[config.mk]
export PLATFORM = sky130hd
export DESIGN_NAME = bcd_clock_core
export DESIGN_NICKNAME = d
export VERILOG_FILES = /design/src/rtl/bcd_clock_pkg.sv /design/src/rtl/bcd_pair_step.sv /design/src/rtl/bcd_month_len.sv /design/src/rtl/bcd_year_step.sv /design/src/rtl/bcd_clock_core.sv
export SDC_FILE = /design/constraint.sdc
export NUM_CORES = 1
export LEC_CHECK = 0
export ABC_AREA = 1
export BUFFER_PORTS_ARGS = -buffer_cell sky130_fd_sc_hd__buf_4
export CORE_MARGIN = 1.5
export CORE_UTILIZATION = 45
export CTS_BUF_LIST = sky130_fd_sc_hd__clkbuf_8
export DETAILED_ROUTE_END_ITERATION = 10
export PLACE_DENSITY = 0.8
export SYNTH_ARGS = -nofsm -noshare
export SYNTH_HDL_FRONTEND = slang
export SYNTH_SLANG_ARGS = --single-unit
[constraint.sdc]
create_clock -name clk_i -period 2.5 [get_ports clk_i]
set_clock_uncertainty 0.2 [all_clocks]
set_input_delay 0.25 -clock clk_i [delete_from_list [all_inputs] [get_ports clk_i]]
set_output_delay 0.25 -clock clk_i [all_outputs]
set_load 0.05 [all_outputs]
[src/rtl/bcd_clock_pkg.sv]
package bcd_clock_pkg;

    typedef logic [3:0] nib_t;
    typedef logic [7:0] pair_t;

    // Field being advanced by the carry ripple; IDLE means no carry pending
    typedef enum logic [2:0] {
        STG_IDLE,
        STG_MIN,
        STG_HOUR,
        STG_DAY,
        STG_MON,
        STG_YEAR
    } stage_e;

    // Load selector codes for the fixed fields; year digits follow them
    localparam int unsigned SEL_DOW      = 0;
    localparam int unsigned SEL_HOUR_T   = 1;
    localparam int unsigned SEL_HOUR_U   = 2;
    localparam int unsigned SEL_MIN_T    = 3;
    localparam int unsigned SEL_MIN_U    = 4;
    localparam int unsigned SEL_SEC_T    = 5;
    localparam int unsigned SEL_SEC_U    = 6;
    localparam int unsigned SEL_MON_T    = 7;
    localparam int unsigned SEL_MON_U    = 8;
    localparam int unsigned SEL_DAY_T    = 9;
    localparam int unsigned SEL_DAY_U    = 10;
    localparam int unsigned FIXED_FIELDS = 11;

    localparam pair_t SEC_LAST  = 8'h59;
    localparam pair_t HOUR_LAST = 8'h23;
    localparam pair_t MON_LAST  = 8'h12;

endpackage

[src/rtl/bcd_pair_step.sv]
// Next value of a two-digit BCD field that counts FIRST..last and wraps.
module bcd_pair_step
    import bcd_clock_pkg::*;
#(
    parameter pair_t FIRST = 8'h00
) (
    input  pair_t cur_i,
    input  pair_t last_i,
    output pair_t nxt_o,
    output logic  wrap_o
);

    always_comb begin
        wrap_o = 1'b0;
        if (cur_i >= last_i) begin
            nxt_o  = FIRST;
            wrap_o = 1'b1;
        end else if (cur_i[3:0] >= 4'd9) begin
            nxt_o = {cur_i[7:4] + 4'd1, 4'd0};
        end else begin
            nxt_o = {cur_i[7:4], cur_i[3:0] + 4'd1};
        end
    end

endmodule

[src/rtl/bcd_month_len.sv]
// Last day of the given month, with a divisible-by-four leap rule.
module bcd_month_len
    import bcd_clock_pkg::*;
(
    input  pair_t mon_i,
    input  nib_t  yr_units_i,
    input  nib_t  yr_tens_i,
    output pair_t last_day_o
);

    logic leap;

    always_comb begin
        // 10*t + u is a multiple of 4 when t even and u in {0,4,8},
        // or t odd and u in {2,6}
        if (yr_tens_i[0]) begin
            leap = (yr_units_i == 4'd2) || (yr_units_i == 4'd6);
        end else begin
            leap = (yr_units_i == 4'd0) || (yr_units_i == 4'd4) ||
                   (yr_units_i == 4'd8);
        end

        case (mon_i)
            8'h02:   last_day_o = leap ? 8'h29 : 8'h28;
            8'h04,
            8'h06,
            8'h09,
            8'h11:   last_day_o = 8'h30;
            default: last_day_o = 8'h31;
        endcase
    end

endmodule

[src/rtl/bcd_year_step.sv]
// Increment of an N-digit BCD year, wrapping from all nines to zero.
module bcd_year_step #(
    parameter int unsigned DIGITS = 4,
    localparam int unsigned W     = 4 * DIGITS
) (
    input  logic [W-1:0] cur_i,
    output logic [W-1:0] nxt_o
);

    logic [DIGITS:0] carry;

    assign carry[0] = 1'b1;

    for (genvar g = 0; g < DIGITS; g++) begin : g_digit
        logic [3:0] d;
        assign d            = cur_i[g*4 +: 4];
        assign carry[g+1]   = carry[g] & (d >= 4'd9);
        assign nxt_o[g*4 +: 4] = !carry[g]  ? d    :
                                 (d >= 4'd9) ? 4'd0 : d + 4'd1;
    end

endmodule

[src/rtl/bcd_clock_core.sv]
module bcd_clock_core
    import bcd_clock_pkg::*;
#(
    parameter int unsigned YEAR_DIGITS = 4,
    parameter int unsigned DOW_LAST    = 6,
    localparam int unsigned YEAR_W     = 4 * YEAR_DIGITS,
    localparam int unsigned SEL_W      = $clog2(FIXED_FIELDS + YEAR_DIGITS)
) (
    input  logic              clk_i,
    input  logic              rst_ni,
    input  logic              tick_i,
    input  logic              stop_i,
    input  logic              load_i,
    input  logic [SEL_W-1:0]  load_sel_i,
    input  logic [3:0]        load_data_i,
    output logic              busy_o,
    output logic [7:0]        sec_o,
    output logic [7:0]        min_o,
    output logic [7:0]        hour_o,
    output logic [7:0]        mday_o,
    output logic [7:0]        mon_o,
    output logic [3:0]        dow_o,
    output logic [YEAR_W-1:0] year_o
);

    localparam nib_t DOW_MAX = nib_t'(DOW_LAST);

    typedef struct packed {
        stage_e             stage;
        pair_t              sec;
        pair_t              min;
        pair_t              hour;
        pair_t              mday;
        pair_t              mon;
        nib_t               dow;
        logic [YEAR_W-1:0]  year;
    } clk_state_t;

    clk_state_t st_d, st_q;

    logic  ripple_active;
    logic  tick_ok;
    logic  load_ok;

    pair_t sec_nx,  min_nx,  hour_nx,  mday_nx,  mon_nx;
    logic  sec_wr,  min_wr,  hour_wr,  mday_wr,  mon_wr;
    pair_t mday_last;
    logic [YEAR_W-1:0] year_nx;
    nib_t  dow_nx;

    // ------------------------------------------------------------------
    // Per-field next-value logic
    // ------------------------------------------------------------------
    bcd_pair_step #(.FIRST(8'h00)) u_sec_step (
        .cur_i  (st_q.sec),
        .last_i (SEC_LAST),
        .nxt_o  (sec_nx),
        .wrap_o (sec_wr)
    );

    bcd_pair_step #(.FIRST(8'h00)) u_min_step (
        .cur_i  (st_q.min),
        .last_i (SEC_LAST),
        .nxt_o  (min_nx),
        .wrap_o (min_wr)
    );

    bcd_pair_step #(.FIRST(8'h00)) u_hour_step (
        .cur_i  (st_q.hour),
        .last_i (HOUR_LAST),
        .nxt_o  (hour_nx),
        .wrap_o (hour_wr)
    );

    bcd_month_len u_month_len (
        .mon_i      (st_q.mon),
        .yr_units_i (st_q.year[3:0]),
        .yr_tens_i  (st_q.year[7:4]),
        .last_day_o (mday_last)
    );

    bcd_pair_step #(.FIRST(8'h01)) u_mday_step (
        .cur_i  (st_q.mday),
        .last_i (mday_last),
        .nxt_o  (mday_nx),
        .wrap_o (mday_wr)
    );

    bcd_pair_step #(.FIRST(8'h01)) u_mon_step (
        .cur_i  (st_q.mon),
        .last_i (MON_LAST),
        .nxt_o  (mon_nx),
        .wrap_o (mon_wr)
    );

    bcd_year_step #(.DIGITS(YEAR_DIGITS)) u_year_step (
        .cur_i (st_q.year),
        .nxt_o (year_nx)
    );

    assign dow_nx = (st_q.dow >= DOW_MAX) ? 4'd0 : st_q.dow + 4'd1;

    // ------------------------------------------------------------------
    // Control
    // ------------------------------------------------------------------
    assign ripple_active = (st_q.stage != STG_IDLE);
    assign tick_ok       = tick_i & ~stop_i & ~ripple_active;
    assign load_ok       = load_i &  stop_i & ~ripple_active;

    always_comb begin
        st_d = st_q;
        case (st_q.stage)
            STG_IDLE: begin
                if (tick_ok) begin
                    st_d.sec   = sec_nx;
                    st_d.stage = sec_wr ? STG_MIN : STG_IDLE;
                end else if (load_ok) begin
                    case (int'(load_sel_i))
                        SEL_DOW:    st_d.dow       = load_data_i;
                        SEL_HOUR_T: st_d.hour[7:4] = load_data_i;
                        SEL_HOUR_U: st_d.hour[3:0] = load_data_i;
                        SEL_MIN_T:  st_d.min[7:4]  = load_data_i;
                        SEL_MIN_U:  st_d.min[3:0]  = load_data_i;
                        SEL_SEC_T:  st_d.sec[7:4]  = load_data_i;
                        SEL_SEC_U:  st_d.sec[3:0]  = load_data_i;
                        SEL_MON_T:  st_d.mon[7:4]  = load_data_i;
                        SEL_MON_U:  st_d.mon[3:0]  = load_data_i;
                        SEL_DAY_T:  st_d.mday[7:4] = load_data_i;
                        SEL_DAY_U:  st_d.mday[3:0] = load_data_i;
                        default: begin
                            for (int k = 0; k < int'(YEAR_DIGITS); k++) begin
                                if (int'(load_sel_i) == int'(FIXED_FIELDS) + k) begin
                                    st_d.year[k*4 +: 4] = load_data_i;
                                end
                            end
                        end
                    endcase
                end
            end
            STG_MIN: begin
                st_d.min   = min_nx;
                st_d.stage = min_wr ? STG_HOUR : STG_IDLE;
            end
            STG_HOUR: begin
                st_d.hour  = hour_nx;
                st_d.stage = hour_wr ? STG_DAY : STG_IDLE;
            end
            STG_DAY: begin
                st_d.mday  = mday_nx;
                st_d.dow   = dow_nx;
                st_d.stage = mday_wr ? STG_MON : STG_IDLE;
            end
            STG_MON: begin
                st_d.mon   = mon_nx;
                st_d.stage = mon_wr ? STG_YEAR : STG_IDLE;
            end
            STG_YEAR: begin
                st_d.year  = year_nx;
                st_d.stage = STG_IDLE;
            end
            default: st_d.stage = STG_IDLE;
        endcase
    end

    always_ff @(posedge clk_i or negedge rst_ni) begin
        if (!rst_ni) begin
            st_q.stage <= STG_IDLE;
            st_q.sec   <= 8'h00;
            st_q.min   <= 8'h00;
            st_q.hour  <= 8'h00;
            st_q.mday  <= 8'h01;
            st_q.mon   <= 8'h01;
            st_q.dow   <= 4'd0;
            st_q.year  <= YEAR_W'(16'h2000);
        end else begin
            st_q <= st_d;
        end
    end

    assign busy_o = tick_ok | ripple_active;
    assign sec_o  = st_q.sec;
    assign min_o  = st_q.min;
    assign hour_o = st_q.hour;
    assign mday_o = st_q.mday;
    assign mon_o  = st_q.mon;
    assign dow_o  = st_q.dow;
    assign year_o = st_q.year;

endmodule

Word-level counts from Yosys, hierarchy flattened
Cells that the tools add are included.

word-level totals
  memory bits (writable) = 0
  memory bits (read-only) = 0
  memories = 0
  latch bits = 0
  logic and storage cells = 198
  bits of input ports = 13
  register bits = 63

cells by class
  mux-type cells = 58
  equality and inequality tests = 53
  reductions and logical operators = 32
  bitwise operators = 9
  multiply operators = 0
  order comparisons = 15
  divide/modulo/power cells = 0
  shift-type cells = 0
  add/sub/neg operators = 15

operators with widths
  cell                   count
  $mux W4                23
  $mux W8                11
  $pmux W8 S2            5
  $add A4 B1 Y4 const B  15
  $mux W60               1
  $mux W52               1
  $ge A4 B4 Y1 const B   9
  $eq A4 B3 Y1 const B   8
  $pmux W16 S2           1
  $reduce_and A5 Y1      5
  $ne A2 B1 Y1 const B   12
  $reduce_and A4 Y1      6
  $eq A4 B4 Y1 const B   5
  $reduce_and A6 Y1      3
  $eq A4 B2 Y1 const B   4
  $eq A8 B3 Y1 const B   2
  $ge A8 B7 Y1 const B   2
  $mux W16               1
  $ne A2 B2 Y1 const B   8
  $reduce_bool A2 Y1     8
  $ne A3 B1 Y1 const B   5
  $pmux W3 S5            1
  $reduce_or A11 Y1      1
  $mux W3                3
  23 further kinds       42

Depth between registers and ports, before layout
Gate-level depths: netlist (run 1).

  depth after elaboration = 10
  mapped depth = 18
  depth with buffers taken out = 18

Modules after synthesis
Synthesis (run 1) repeated with hierarchy kept, for this count alone.

unflattened totals
  cells, all modules = 1112
  area, all modules = 7154.4 um^2

modules (own cells, without submodules)
  module                            instances  cells each  area each (um^2)  seq. area each (um^2)
  bcd_clock_core                    1          579         3963.8            1580.3
  bcd_pair_step at u_hour_step ...  3          78          465.4             0.0
  bcd_pair_step at u_mday_step ...  2          78          484.2             0.0
  bcd_year_step                     1          104         626.9             0.0
  bcd_month_len                     1          39          198.9             0.0

Least setup slack after synthesis (run 1)
No wires, ideal clock.

  path type = register to register
  start point = reg st_q (netlist bit mon_o[0])
  end point = reg st_q (netlist bit mday_o[1])
  cell stages (with the launch flop) = 16
  library setup time = 0.077 ns
  arrival time = 2.185 ns
  buffers on the path = 0
  slack = 0.038 ns
  cells stage by stage = dfstp_2 inv_1 ha_1 o21ai_0 o21ai_0 nand3_1 o31ai_1 a21oi_1 ha_1 nand2_1 nor2_1 nand2_1 nand2_1 nor2_1 nand3_1 a21oi_1

between the ends
  longest elaborated chain between the ends = 6

ends and longest elaborated chain
  item                                  line                   text
  from (decl)                           bcd_clock_core.sv:39   clk_state_t st_d, st_q;
  from (signal assigned)                bcd_clock_core.sv:176  st_q <= st_d;
  $eq A8 B3 Y1 (tied with other cells)  bcd_month_len.sv:23    case (mon_i)
  $reduce_or A4 Y1                      bcd_month_len.sv:23
  $pmux W8 S2 *                         bcd_month_len.sv:23
  $ge A8 B8 Y1 *                        bcd_pair_step.sv:15    if (cur_i >= last_i) begin
  $mux W8 *                             bcd_pair_step.sv:15
  $pmux W8 S2 *                         bcd_clock_core.sv:112  case (st_q.stage)

Every way passes the cells marked *; elsewhere a longest branch is shown, timed or not.
A chain may end at the register's enable or synchronous reset.

Worst setup path in the final report (run 1)
  start point = reg st_q (netlist bit mon_o[0])
  end point = reg st_q (netlist bit mday_o[5])

between the ends
  longest elaborated chain between the ends = 6

ends and longest elaborated chain
  item                                                               line
  $eq A8 B3 Y1 (tied with other cells)                               bcd_month_len.sv:23
  $reduce_or A4 Y1                                                   bcd_month_len.sv:23
  $pmux W8 S2 *                                                      bcd_month_len.sv:23
  $ge A8 B8 Y1 *                                                     bcd_pair_step.sv:15
  $ne A3 B1 Y1 (no line) / $mux W8 (equally long branches)           n/a
  $reduce_and A5 Y1 (no line) / $pmux W8 S2 (equally long branches)  n/a

Marked as above.

==> impl_metrics.py, run 1 <==
metrics = {
    "outcome": {
        "status": "finished, violations left",
        "violations": "negative setup slack",
    },
    "cts": {
        "tritoncts": "built",
        "cts-root-buf": "clkbuf_8",
        "cts_setup_buffers": 0,
        "cts_buffer_depth": 2,
        "cts.sinks": 63,
        "clk_latency_ns": 0.34,
        "cts_buffers": 9,
        "htreeDepth": 3,
        "clk_pin_slew_worst_paths_ns": 0.07,
    },
    "setup_path": {
        "crit_path_start": "mon_o[0]",
        "crit_type": "flop to flop",
        "critical_path_arrival_ns": 2.68,
        "critPathCaptureType": "flop",
        "crit_fanout": 4,
        "critical_path_required_ns": 2.54,
        "startpoint_type": "flop",
        "rr_startpoint": "mon_o[0]",
    },
    "hold_path": {
        "worst_hold_startpoint": "load_data_i[3]",
        "hold_path.class": "input port to flop",
    },
    "place": {
        "dp_slack_ns": -0.0901,
        "port_buffers": 73,
        "post-dp-hpwl_um": 8870,
        "place.gp.congestion": 0.938,
        "place_inst": 893,
    },
    "timing": {
        "max_freq_ghz": 0.380,
        "finalCritPeriodShare": 1.05,
        "tightest_slew_ns": 0.818,
        "finalSetupTns_ns": -0.718,
        "hold_viol": 0,
        "maxSlewViolCount": 0,
        "layout_min_cycle_time_ns": 2.63,
        "holdWs_ns": 0.0581,
        "setup_viol": 9,
        "layout_setup_ws_ns": -0.133,
        "relSlewSlack": 0.455,
        "rsz0062_at_grt": "yes",
    },
    "synth": {
        "synthCells": 729,
        "netlist_area_um2": 5130,
        "synth_cell_types": 34,
        "synthesis.nets": 787,
        "yosysWarnings": 0,
        "ys_ff_latch": 63,
        "syn_area_per_cell_um2": 7.04,
        "ys_seq_area_frac": 0.308,
    },
    "global_routing": {
        "grt_use_total": 0.205,
        "grt_max_degree": 64,
        "grt_pass1_vias": 4150,
        "antenna_found_initial": 0,
        "grt_overflow_total": 0,
        "grt_first_pass_wirelength_um": 19200,
    },
    "layout": {
        "nFillCells": 1085,
        "layout_commonest_cell": "nand2_1",
        "fin_cells": 909,
        "drive_gt1_frac": 0.189,
        "num-nets-final": 823,
        "layout_common_cells": "nand2_1, buf_4, inv_1, nor2_1, dfrtp_1",
        "diodes": 0,
        "syn2layout_area_growth_pct": 11.8,
    },
    "die": {
        "coreArea_um2": 11000,
        "initial_utilization": 0.467,
        "die_h_um": 110,
        "rows": 38,
        "io_pins": 74,
        "die_area_um2": 12000,
        "chipWidth_um": 110,
    },
    "drt": {
        "wirelength_um": 11800,
        "vias": 4588,
        "first_pass_iters": 7,
        "drc": 0,
        "routedWlPerCell_um": 13.0,
        "via_per_inst": 5.05,
        "ant_nets": 0,
        "drtIter0Drc": 312,
    },
    "power": {
        "p_per_area_nw_per_um2": 1450,
        "total_power_w": 0.00829,
        "ir_drop_mv": 0.801,
        "p_leak_nw": 3.04,
    },
    "run": {
        "maxCapViolCount": 0,
    },
}
[what timing repair did]
item | 4_1_cts | 5_1_grt
pin swaps | 2 | 13
hold buffers | 1 | 0
endpoints found under the hold margin | 60 | 0
endpoints found under the setup margin | 9 | 9
resized for setup | 8 | 22
[critical path: stages (launching register included)]
cell and delay (ns):
dfstp_2 0.59, inv_4 0.06, ha_4 0.15, o21ai_1 0.12
o21ai_1 0.08, nand3_1 0.09, o31ai_1 0.07, a21oi_1 0.15
ha_1 0.26, nand2_2 0.08, inv_2 0.04, nand2_2 0.06
nor2_2 0.04, nor2_1 0.13, nand3_1 0.12, nand2_2 0.10
inv_2 0.06, nand2_1 0.07, nand2_2 0.05
[metrics by stage]
stage,instance area (µm²),util
floorplan,5130,-
finish,5740,0.522
global placement,5490,0.499
detailed placement,5490,0.499
CTS,5670,0.516
global route,5740,0.522
[registers in the layout, indices dropped and copies added (netlist names)]
signal  flops
st_q        3
mon_o       8
mday_o      8
hour_o      8
min_o       8
sec_o       8
dow_o       4
year_o     16
[cell usage after synthesis]
library cell,count,share of area
a21boi_0,4,0.0059
a21oi_1,23,0.022
a21oi_2,2,0.0034
a22oi_1,4,0.0059
a31oi_1,3,0.0037
buf_4,60,0.088
dfrtp_1,60,0.29
dfstp_2,3,0.015
ha_1,45,0.11
inv_1,81,0.059
inv_2,6,0.0044
nand2_1,201,0.15
nand2_2,3,0.0037
nand3_1,45,0.044
nand3_2,1,0.0020
nand3b_1,2,0.0029
nor2_1,81,0.059
nor2_2,6,0.0073
nor2_4,2,0.0044
nor3_1,3,0.0029
nor3_2,1,0.0020
nor3_4,1,0.0032
nor3b_1,1,0.0015
o211ai_1,1,0.0015
o211ai_2,1,0.0024
o21a_1,1,0.0015
o21ai_0,58,0.057
o21ai_1,4,0.0039
o21ai_2,1,0.0017
o311ai_0,1,0.0017
o31ai_1,1,0.0015
or2_2,1,0.0012
xnor2_1,8,0.014
xor2_1,14,0.024
[cells by family after synthesis]
logic type	Yosys count	share of synthesized area
flops	63	0.308
xor+xnor	22	0.0376
buf+inv	147	0.151
simple gates	348	0.281
fa+ha+maj	45	0.110
compound gates	104	0.112
[final timing paths]
path                       depth (start not counted)  slack (ns)         end
max in group asynchronous                          2        1.20    mon_o[1]
min in group asynchronous                          2        0.33    sec_o[7]
setup / recovery                                  18       -0.13   mday_o[5]
setup reg to reg                                  18       -0.13   mday_o[5]
hold reg to reg                                    2        0.30  year_o[13]
hold / removal                                     3        0.06    min_o[7]
[report_power, final]
group	switching, W	internal (W)
Combinational	0.00363	0.00171
Clock	0.000391	0.000367
Sequential	0.000671	0.00152
[metal layers]
layer | vias to the layer above | part of all wire | track usage
met1 | 2126 | 0.47 | 0.275
met3 | 12 | 0.052 | 0.0362
met4 | 0 | 0.0097 | 0.0575
li1 | 2326 | - | -
met5 | - | 0 | 0
met2 | 124 | 0.47 | 0.336
[layout make-up]
cell class	instances	area, µm²	share of cell area
multi-input cells	519	2850	0.496
flip-flops and latches	63	1580	0.276
repair buffers	85	644	0.112
inverters	87	329	0.0574
well taps	140	175	0.0305
clock buffers	10	138	0.0240
clock inverters	5	21.3	0.00371
(Power assumes the default switching activity.)
==> run 2, diff against run 1 <==
Settings changed: CORE_UTILIZATION 45 to 30, PLACE_DENSITY 0.8 to 0.61.
==> impl_metrics.py, run 2 (synthesis results as in run 1) <==
metrics = {
    "power": {
        "swShare": 0.560,
        "total_power_w": 0.00849,
        "power.switching_w": 0.00475,
        "p_leak_nw": 3.07,
        "p_comb_frac": 0.635,
        "p_per_area_nw_per_um2": 1440,
        "ir_drop_mv": 0.691,
        "power.internal_w": 0.00373,
        "pwr-share-seq": 0.256,
        "pwr-share-clk": 0.110,
    },
    "drt": {
        "ant_nets": 0,
        "wirelength_um": 13000,
        "routedWlPerCell_um": 13.1,
        "first_pass_iters": 4,
        "drtIter0Drc": 261,
        "drc": 0,
        "via_per_inst": 4.54,
        "vias": 4526,
    },
    "layout": {
        "syn2layout_area_growth_pct": 15.2,
        "diodes": 0,
        "largest_reg_flops": 16,
        "nFillCells": 1817,
        "layout_common_cells": "nand2_1, buf_4, nor2_1",
        "layout_commonest_cell": "nand2_1",
        "drive_gt1_frac": 0.196,
        "fin_cells": 996,
        "num-nets-final": 829,
    },
    "place": {
        "post-dp-hpwl_um": 9960,
        "dp_slack_ns": -0.0659,
        "place.gp.congestion": 0.823,
        "port_buffers": 73,
        "place_inst": 978,
    },
    "outcome": {
        "violations": "negative setup slack",
        "status": "finished, violations left",
    },
    "timing": {
        "layout_min_cycle_time_ns": 2.56,
        "max_freq_ghz": 0.391,
        "layout_setup_ws_ns": -0.0571,
        "finalCritPeriodShare": 1.02,
        "maxSlewViolCount": 0,
        "tightest_slew_ns": 0.859,
        "finalSetupTns_ns": -0.256,
        "rsz0062_at_grt": "yes",
        "relSlewSlack": 0.427,
        "setup_viol": 6,
        "hold_viol": 0,
    },
    "global_routing": {
        "grt_pass1_vias": 4274,
        "antenna_found_initial": 0,
        "grt_use_total": 0.153,
        "grt_overflow_total": 0,
        "grt_max_degree": 64,
        "grt_first_pass_wirelength_um": 21400,
    },
    "setup_path": {
        "crit_fanout": 4,
        "startpoint_type": "flop",
        "crit_type": "flop to flop",
        "critical_path_required_ns": 2.61,
        "critical_path_arrival_ns": 2.67,
        "critPathCaptureType": "flop",
    },
    "cts": {
        "clk_latency_ns": 0.37,
        "cts_buffers": 9,
        "tritoncts": "built",
        "cts-root-buf": "clkbuf_8",
        "cts_buffer_depth": 2,
        "cts.sinks": 63,
        "htreeDepth": 3,
        "clk_pin_slew_worst_paths_ns": 0.08,
    },
    "run": {
        "maxCapViolCount": 0,
    },
    "hold_path": {
        "hold_path.class": "input port to flop",
    },
    "die": {
        "die_area_um2": 17900,
        "io_pins": 74,
        "rows": 47,
        "chipWidth_um": 134,
        "initial_utilization": 0.308,
        "die_h_um": 134,
        "coreArea_um2": 16600,
    },
}
run 2: cell count changes in the layout (fill, tap and decap cells not counted), sizes merged:
cell,previous run,this run
bufinv,0,1
buf,84,90
clkinv,2,3
inv,90,87
clkinvlp,0,2
run 2: path summary, 6_finish.rpt:
check	depth (start not counted)	from	end	slack (ns)
max	18	mon_o[0]	mday_o[6]	-0.06
min	3	load_data_i[3]	min_o[7]	0.03
max reg2reg	18	mon_o[0]	mday_o[6]	-0.06
min reg2reg	2	year_o[13]	year_o[13]	0.29
max in group asynchronous	2	rst_ni	dow_o[2]	1.20
min in group asynchronous	2	rst_ni	hour_o[4]	0.32
run 2: metrics by stage:
stage	utilization	instance area, µm²	hold WS, ns
5_1_grt	0.355	5910	0.0180
2_1_floorplan	-	5130	-0.246
6_report	0.355	5910	0.0313
3_3_place_gp	0.338	5620	0.225
4_1_cts	0.351	5840	0.00294
3_5_place_dp	0.338	5620	0.233
run 2: power by group through the flow:
| stage | Sequential (W) | Clock, W | Combinational [W] |
|---|---|---|---|
| after global routing | 0.00227 | 0.00102 | 0.00596 |
| final | 0.00217 | 0.000929 | 0.00539 |
| after global placement | 0.00218 | 0 | 0.00529 |
| after CTS | 0.00217 | 0.000975 | 0.00536 |
| after floorplan | 0.00203 | 0 | 0.00447 |
| after detailed placement | 0.00218 | 0 | 0.00533 |
run 2: cell type report:
cell class              count  area [µm²]  area share
well taps                 220         275      0.0466
clock buffers              10         138      0.0233
flip-flops and latches     63        1580       0.267
multi-input cells         519        2840       0.481
clock inverters             6        60.1      0.0102
inverters                  87         327      0.0552
repair buffers             91         689       0.117
run 2: per-layer routing:
layer,vias to the layer above,GRT usage,wire length (µm)
met1,2074,0.202,6120
met3,15,0.0457,676
met5,-,0,0
met4,0,0.0453,201
met2,88,0.243,6030
li1,2349,-,-
run 2: timing repair:
| action | CTS | global route |
|---|---|---|
| endpoints found under the setup margin | 9 | 9 |
| hold buffers | 1 | 0 |
| cloned | 0 | 0 |
| pin swaps | 2 | 12 |
| setup buffers | 0 | 1 |
| hold endpoints to repair | 60 | 0 |
| gates resized for setup | 7 | 19 |
run 2: critical path, stage by stage, from the launching register on:
cell,delay (ns)
dfstp_2,0.56
inv_2,0.07
ha_4,0.16
o21ai_1,0.11
o21ai_1,0.07
nand3_1,0.12
o31ai_2,0.09
a21oi_1,0.14
ha_1,0.24
nand2_1,0.09
inv_1,0.04
nand2_1,0.07
nor2_2,0.04
nor2_1,0.09
nand3_1,0.09
nand2_2,0.10
buf_6,0.11
nand2_1,0.04
nand2_1,0.06
